<file path="src/rtl/ss_ref_pkg.sv">
package ss_ref_pkg;
  typedef enum logic [1:0] {
    SS_IDLE = 2'd0,
    SS_RAMP = 2'd1,
    SS_DONE = 2'd2
  } ss_state_e;
endpackage

</file>
<file path="src/rtl/ss_seq_ctrl.sv">
// Sequencer state and ramp step counter.
module ss_seq_ctrl
  import ss_ref_pkg::*;
#(
  parameter int CNT_W = 11
) (
  input  logic            clk,
  input  logic            rst_n,
  input  logic            start_ok,
  output ss_state_e       state_q,
  output logic [CNT_W:0]  step_d,
  output logic            ramp_end
);
  localparam logic [CNT_W:0] STEP_FULL = {1'b1, {CNT_W{1'b0}}};

  ss_state_e      state_d;
  logic [CNT_W:0] step_q;
  logic           state_en;
  logic           step_en;

  always_comb begin
    state_d = state_q;
    step_d  = step_q;
    if (!start_ok) begin
      state_d = SS_IDLE;
      step_d  = '0;
    end else begin
      unique case (state_q)
        SS_IDLE: begin
          state_d = SS_RAMP;
          step_d  = {{CNT_W{1'b0}}, 1'b1};
        end
        SS_RAMP: begin
          if (step_q == STEP_FULL) state_d = SS_DONE;
          else                     step_d  = step_q + 1'b1;
        end
        default: state_d = SS_DONE;
      endcase
    end
  end

  assign ramp_end = start_ok && (state_q == SS_RAMP) && (step_q == STEP_FULL);
  assign state_en = (state_d != state_q);
  assign step_en  = (step_d != step_q);

  always_ff @(posedge clk or negedge rst_n) begin
    if (!rst_n) begin
      state_q <= SS_IDLE;
      step_q  <= '0;
    end else begin
      if (state_en) state_q <= state_d;
      if (step_en)  step_q  <= step_d;
    end
  end
endmodule

</file>
<file path="src/rtl/ss_ramp_scale.sv">
// Reference code = target * step / 2^CNT_W, registered.
module ss_ramp_scale #(
  parameter int REF_W = 8,
  parameter int CNT_W = 11
) (
  input  logic             clk,
  input  logic             rst_n,
  input  logic [REF_W-1:0] target,
  input  logic [CNT_W:0]   step,
  output logic [REF_W-1:0] ref_q
);
  localparam int PW = REF_W + CNT_W;

  logic [PW-1:0]    prod;
  logic [REF_W-1:0] ref_d;
  logic             ref_en;

  always_comb begin
    prod   = PW'(target) * PW'(step);
    ref_d  = prod[PW-1:CNT_W];
    ref_en = (ref_d != ref_q);
  end

  always_ff @(posedge clk or negedge rst_n) begin
    if (!rst_n)      ref_q <= '0;
    else if (ref_en) ref_q <= ref_d;
  end
endmodule

</file>
<file path="src/rtl/ss_arm_latch.sv">
// Sticky enable: set while active, cleared whenever inactive.
module ss_arm_latch (
  input  logic clk,
  input  logic rst_n,
  input  logic active,
  input  logic set,
  output logic q
);
  logic q_d;
  logic q_en;

  always_comb begin
    q_d  = active && (q || set);
    q_en = (q_d != q);
  end

  always_ff @(posedge clk or negedge rst_n) begin
    if (!rst_n)    q <= 1'b0;
    else if (q_en) q <= q_d;
  end
endmodule

</file>
<file path="src/rtl/ss_ref_seq.sv">
module ss_ref_seq
  import ss_ref_pkg::*;
#(
  parameter int REF_W = 8,
  parameter int CNT_W = 11,
  parameter int NSUP  = 3
) (
  input  logic             clk,
  input  logic             rst_n,
  input  logic [NSUP-1:0]  supply_ok,
  input  logic             inhibit,
  input  logic [REF_W-1:0] target_code,
  input  logic [REF_W-1:0] uv_thresh_code,
  input  logic             hs_started,
  input  logic             ovp_request,
  output logic [REF_W-1:0] ref_code,
  output logic             uvp_en,
  output logic             pgood,
  output logic             ls_permit,
  output logic             ls_force
);
  ss_state_e      state_q;
  logic [CNT_W:0] step_d;
  logic           start_ok;
  logic           ramp_end;
  logic           active;
  logic           uv_set;
  logic           ls_set;

  assign start_ok = (&supply_ok) && !inhibit;
  assign active   = start_ok && (state_q != SS_IDLE);
  assign pgood    = (state_q == SS_DONE);
  assign uv_set   = (ref_code >= uv_thresh_code) || ramp_end;
  assign ls_set   = hs_started || ramp_end;

  ss_seq_ctrl #(.CNT_W(CNT_W)) ctrl_i (
    .clk      (clk),
    .rst_n    (rst_n),
    .start_ok (start_ok),
    .state_q  (state_q),
    .step_d   (step_d),
    .ramp_end (ramp_end)
  );

  ss_ramp_scale #(.REF_W(REF_W), .CNT_W(CNT_W)) scale_i (
    .clk    (clk),
    .rst_n  (rst_n),
    .target (target_code),
    .step   (step_d),
    .ref_q  (ref_code)
  );

  ss_arm_latch uv_arm_i (
    .clk    (clk),
    .rst_n  (rst_n),
    .active (active),
    .set    (uv_set),
    .q      (uvp_en)
  );

  ss_arm_latch ls_arm_i (
    .clk    (clk),
    .rst_n  (rst_n),
    .active (active),
    .set    (ls_set),
    .q      (ls_permit)
  );

  // Protection path to the low-side driver, independent of sequencing.
  always_ff @(posedge clk or negedge rst_n) begin
    if (!rst_n) ls_force <= 1'b0;
    else        ls_force <= ovp_request;
  end
endmodule

</file>
<file path="config.mk">
export PLATFORM = sky130hd
export DESIGN_NAME = ss_ref_seq
export DESIGN_NICKNAME = d
export VERILOG_FILES = /design/src/rtl/ss_ref_pkg.sv /design/src/rtl/ss_seq_ctrl.sv /design/src/rtl/ss_ramp_scale.sv /design/src/rtl/ss_arm_latch.sv /design/src/rtl/ss_ref_seq.sv
export SDC_FILE = /design/constraint.sdc
export NUM_CORES = 1
export LEC_CHECK = 0
export BUFFER_PORTS_ARGS = -buffer_cell sky130_fd_sc_hd__buf_2
export CAP_MARGIN = 20
export CORE_ASPECT_RATIO = 1.75
export CORE_MARGIN = 5
export CORE_UTILIZATION = 45
export DETAILED_ROUTE_END_ITERATION = 16
export HOLD_SLACK_MARGIN = 0.1
export PLACE_DENSITY = 0.68
export SYNTH_ARGS = -nofsm -noshare
export SYNTH_HDL_FRONTEND = slang
export SYNTH_SLANG_ARGS = --single-unit
</file>
<file path="constraint.sdc">
create_clock -name clk -period 8.5 [get_ports clk]
set_input_delay 0.425 -clock clk [delete_from_list [all_inputs] [get_ports clk]]
set_output_delay 0.425 -clock clk [all_outputs]
set_load 0.005 [all_outputs]
</file>
==> results.json <==
{
  "ys_warn_count": 0,
  "n_antenna_cell": 0,
  "finalWirelength_um": 9343,
  "tightest_slew_ns": 0.9042,
  "crit_end": "scale_i.ref_q[7]",
  "slowest_delay_ns": 0.55,
  "dpl_worst_slack_ns": 1.874,
  "vias": 3182,
  "required_ns": 8.66,
  "outcome": "complete, no violations",
  "die_w_um": 82.43,
  "insertion_delay_ns": 0.27,
  "power_leakage_uw": 0.002406,
  "overflow": 0,
  "synth_cells": 461,
  "clock_path_buffers": 2,
  "die-area_sq_mm": 0.01127,
  "ios": 36,
  "r2r_cells": 25,
  "tns_ns": 0,
  "ctsHtreeMaxLevel": 1,
  "place_congestion": 0.8716,
  "post_drt_wl_per_cell_um": 15.37,
  "power_density_mw_per_mm2": 56.73,
  "crit_buf_inv": 3,
  "crit_arrival_ns": 6.77,
  "rsz0062_at_grt": "false",
  "grt_util_all_layers_pct": 18.54,
  "setup_violations": 0,
  "drv_slew": 0,
  "core_area_sq_mm": 0.009036,
  "worstSetupStartpoint": "ctrl_i.step_q[0]",
  "grt_max_degree": 26,
  "postCtsSetupBuffers": 0,
  "regArea_sq_um": 625.6,
  "cts_resized": 0,
  "relSlewSlack_pct": 39.72,
  "hold_buffers": 0,
  "maxCapViolCount": 0,
  "synthFlopType": "dfrtp_1",
  "cp.depth": 25,
  "cts_tree": "done",
  "r2r_start": "ctrl_i.step_q[0]",
  "post-route-drc-count": 0,
  "fmax_ghz": 0.1511,
  "r2r-end": "scale_i.ref_q[7]",
  "area_growth_pct": 8.480,
  "avgSynthCellArea_sq_um": 8.962,
  "yosysSeqAreaShare_pct": 15.14,
  "worstPathMaxFanout": 9,
  "via_per_inst": 5.234,
  "grt_pass1_vias": 3329,
  "multi_input_area_sq_mm": 0.003118,
  "finalHoldViolCount": 0,
  "fin_util_pct": 49.60,
  "period_minus_slack_ns": 6.617,
  "peakVddDrop_mv": 0.07148,
  "fill_cells": 890,
  "ys_types": 49,
  "drive_gt1_share_pct": 11.68,
  "numClockSinks": 25,
  "synthArstFlopShare_pct": 100.0,
  "clkTransAtPathRegs_ns": 0.07,
  "cp-start-kind": "register",
  "antenna_found_initial": 0,
  "hold_path_class": "in -> async",
  "layout.nets": 616,
  "die_h_um": 136.8,
  "crit_top_cell": "fa_1",
  "fin_ws_ns": 1.883,
  "end_kind": "register",
  "rrSetupSlack_ns": 1.88,
  "synth-edff-count": 0,
  "final_cell_mix": "inv_1, fa_1, nand2_1, and2_1, ha_1",
  "drtIter0Drc": 154,
  "cts.root.buffer_cell": "clkbuf_16",
  "antenna_left": 0,
  "dr.pass1.iters": 4,
  "grt_pass1_wl_um": 15860,
  "rows": 46,
  "crit_family": "simple AND/OR/NAND/NOR gates",
  "numCtsBuffers": 3,
  "period_share_pct": 77.85,
  "start_util_pct": 45.72,
  "ys_seq_elements": 25,
  "portBuffers": 35,
  "syn_nets": 588,
  "worstSetupPathType": "reg -> reg",
  "fin_skew_ns": 0.003451,
  "synthesis.area_sq_mm": 0.004131,
  "hpwl_um": 7885,
  "slowest_stage": "fa_1",
  "layout_commonest_cell": "inv_1"
}
worst register-to-register path, stage by stage (launching register included):
cell	delay [ns]
dfrtp_1	0.42
inv_1	0.07
ha_1	0.20
nor4b_4	0.13
and3_2	0.23
nor2_1	0.20
and3_1	0.26
nand4_1	0.13
xor2_1	0.16
nor2_1	0.42
and2_1	0.22
fa_1	0.43
fa_1	0.52
fa_1	0.55
inv_1	0.05
fa_1	0.53
inv_1	0.04
ha_1	0.41
nand3_1	0.18
nor4_1	0.47
and4_1	0.25
a32o_1	0.18
a311oi_2	0.08
nor2b_2	0.18
a21oi_2	0.08
xnor2_1	0.12
metrics by stage:
stage	instance area, sq um	hold WS, ns	power (uW)	std cells
after floorplan	4131	0.1294	132.7	461
after global placement	4399	0.4615	144.4	604
after detailed placement	4399	0.4643	145.2	604
after CTS	4482	0.1723	257.8	608
after global routing	4482	0.2090	262.4	608
final	4482	0.1451	254.3	608
sequential cells by signal (all words and copies together), names as in the netlist:
register        flops
ctrl_i.state_q      2
ctrl_i.step_q      12
ls_arm_i.q          1
ls_force            1
scale_i.ref_q       8
uv_arm_i.q          1
cells in the mapped netlist (9+ instances only):
| cell type | number | area [sq um] |
|---|---|---|
| inv_1 | 84 | 315.3 |
| fa_1 | 58 | 1161 |
| nand2_1 | 56 | 210.2 |
| and2_1 | 45 | 281.5 |
| ha_1 | 45 | 563.0 |
| dfrtp_1 | 25 | 625.6 |
| nor2_1 | 24 | 90.09 |
| a21oi_1 | 11 | 55.05 |
| clkbuf_1 | 10 | 37.54 |
| o21ai_0 | 10 | 50.05 |
| xor2_1 | 10 | 87.58 |
| xnor2_1 | 9 | 78.83 |
routing by layer:
layer	vias to the layer above	global-route usage, %	wire [um]
met5	-	0	0
met4	0	11.09	503
met3	30	1.120	258
met2	73	31.83	5065
met1	1581	22.11	3515
li1	1498	-	-
report_power, final:
group          internal [uW]  total [uW]  switching (uW)
logic                   7.99        22.9            14.9
registers                119         120           0.462
clock network           64.1         112            47.4
worst min path at each step:
stage	cells past startpoint	startpoint	endpoint	slack, ns
2_1_floorplan	0	rst_n	ctrl_i.state_q[0]	0.13
3_3_place_gp	1	rst_n	ls_force	0.46
3_5_place_dp	1	rst_n	ls_force	0.46
4_1_cts	1	rst_n	ls_force	0.17
5_1_grt	1	rst_n	ls_force	0.21
6_report	1	rst_n	ls_force	0.15
kinds of logic (layout without fill, tap and decap cells):
kind of cell	after synthesis	in the layout	share of synthesized area, %
DFF	25	25	15.14
and+or+nand+nor	168	168	21.74
xor gates and xnor gates	19	19	4.028
adders and majority gates	103	103	41.73
buffers and inverters	98	125	9.388
AOI/OAI and AO/OA	48	48	7.965
cell type report:
cell class,count,share of cell area (%)
repair buffers,37,4.243
inverters,84,7.035
clock buffers,3,1.675
well taps,120,3.350
clock inverters,1,0.1675
flip-flops and latches,25,13.96
multi-input cells,338,69.57
(Power assumes the default switching activity.)
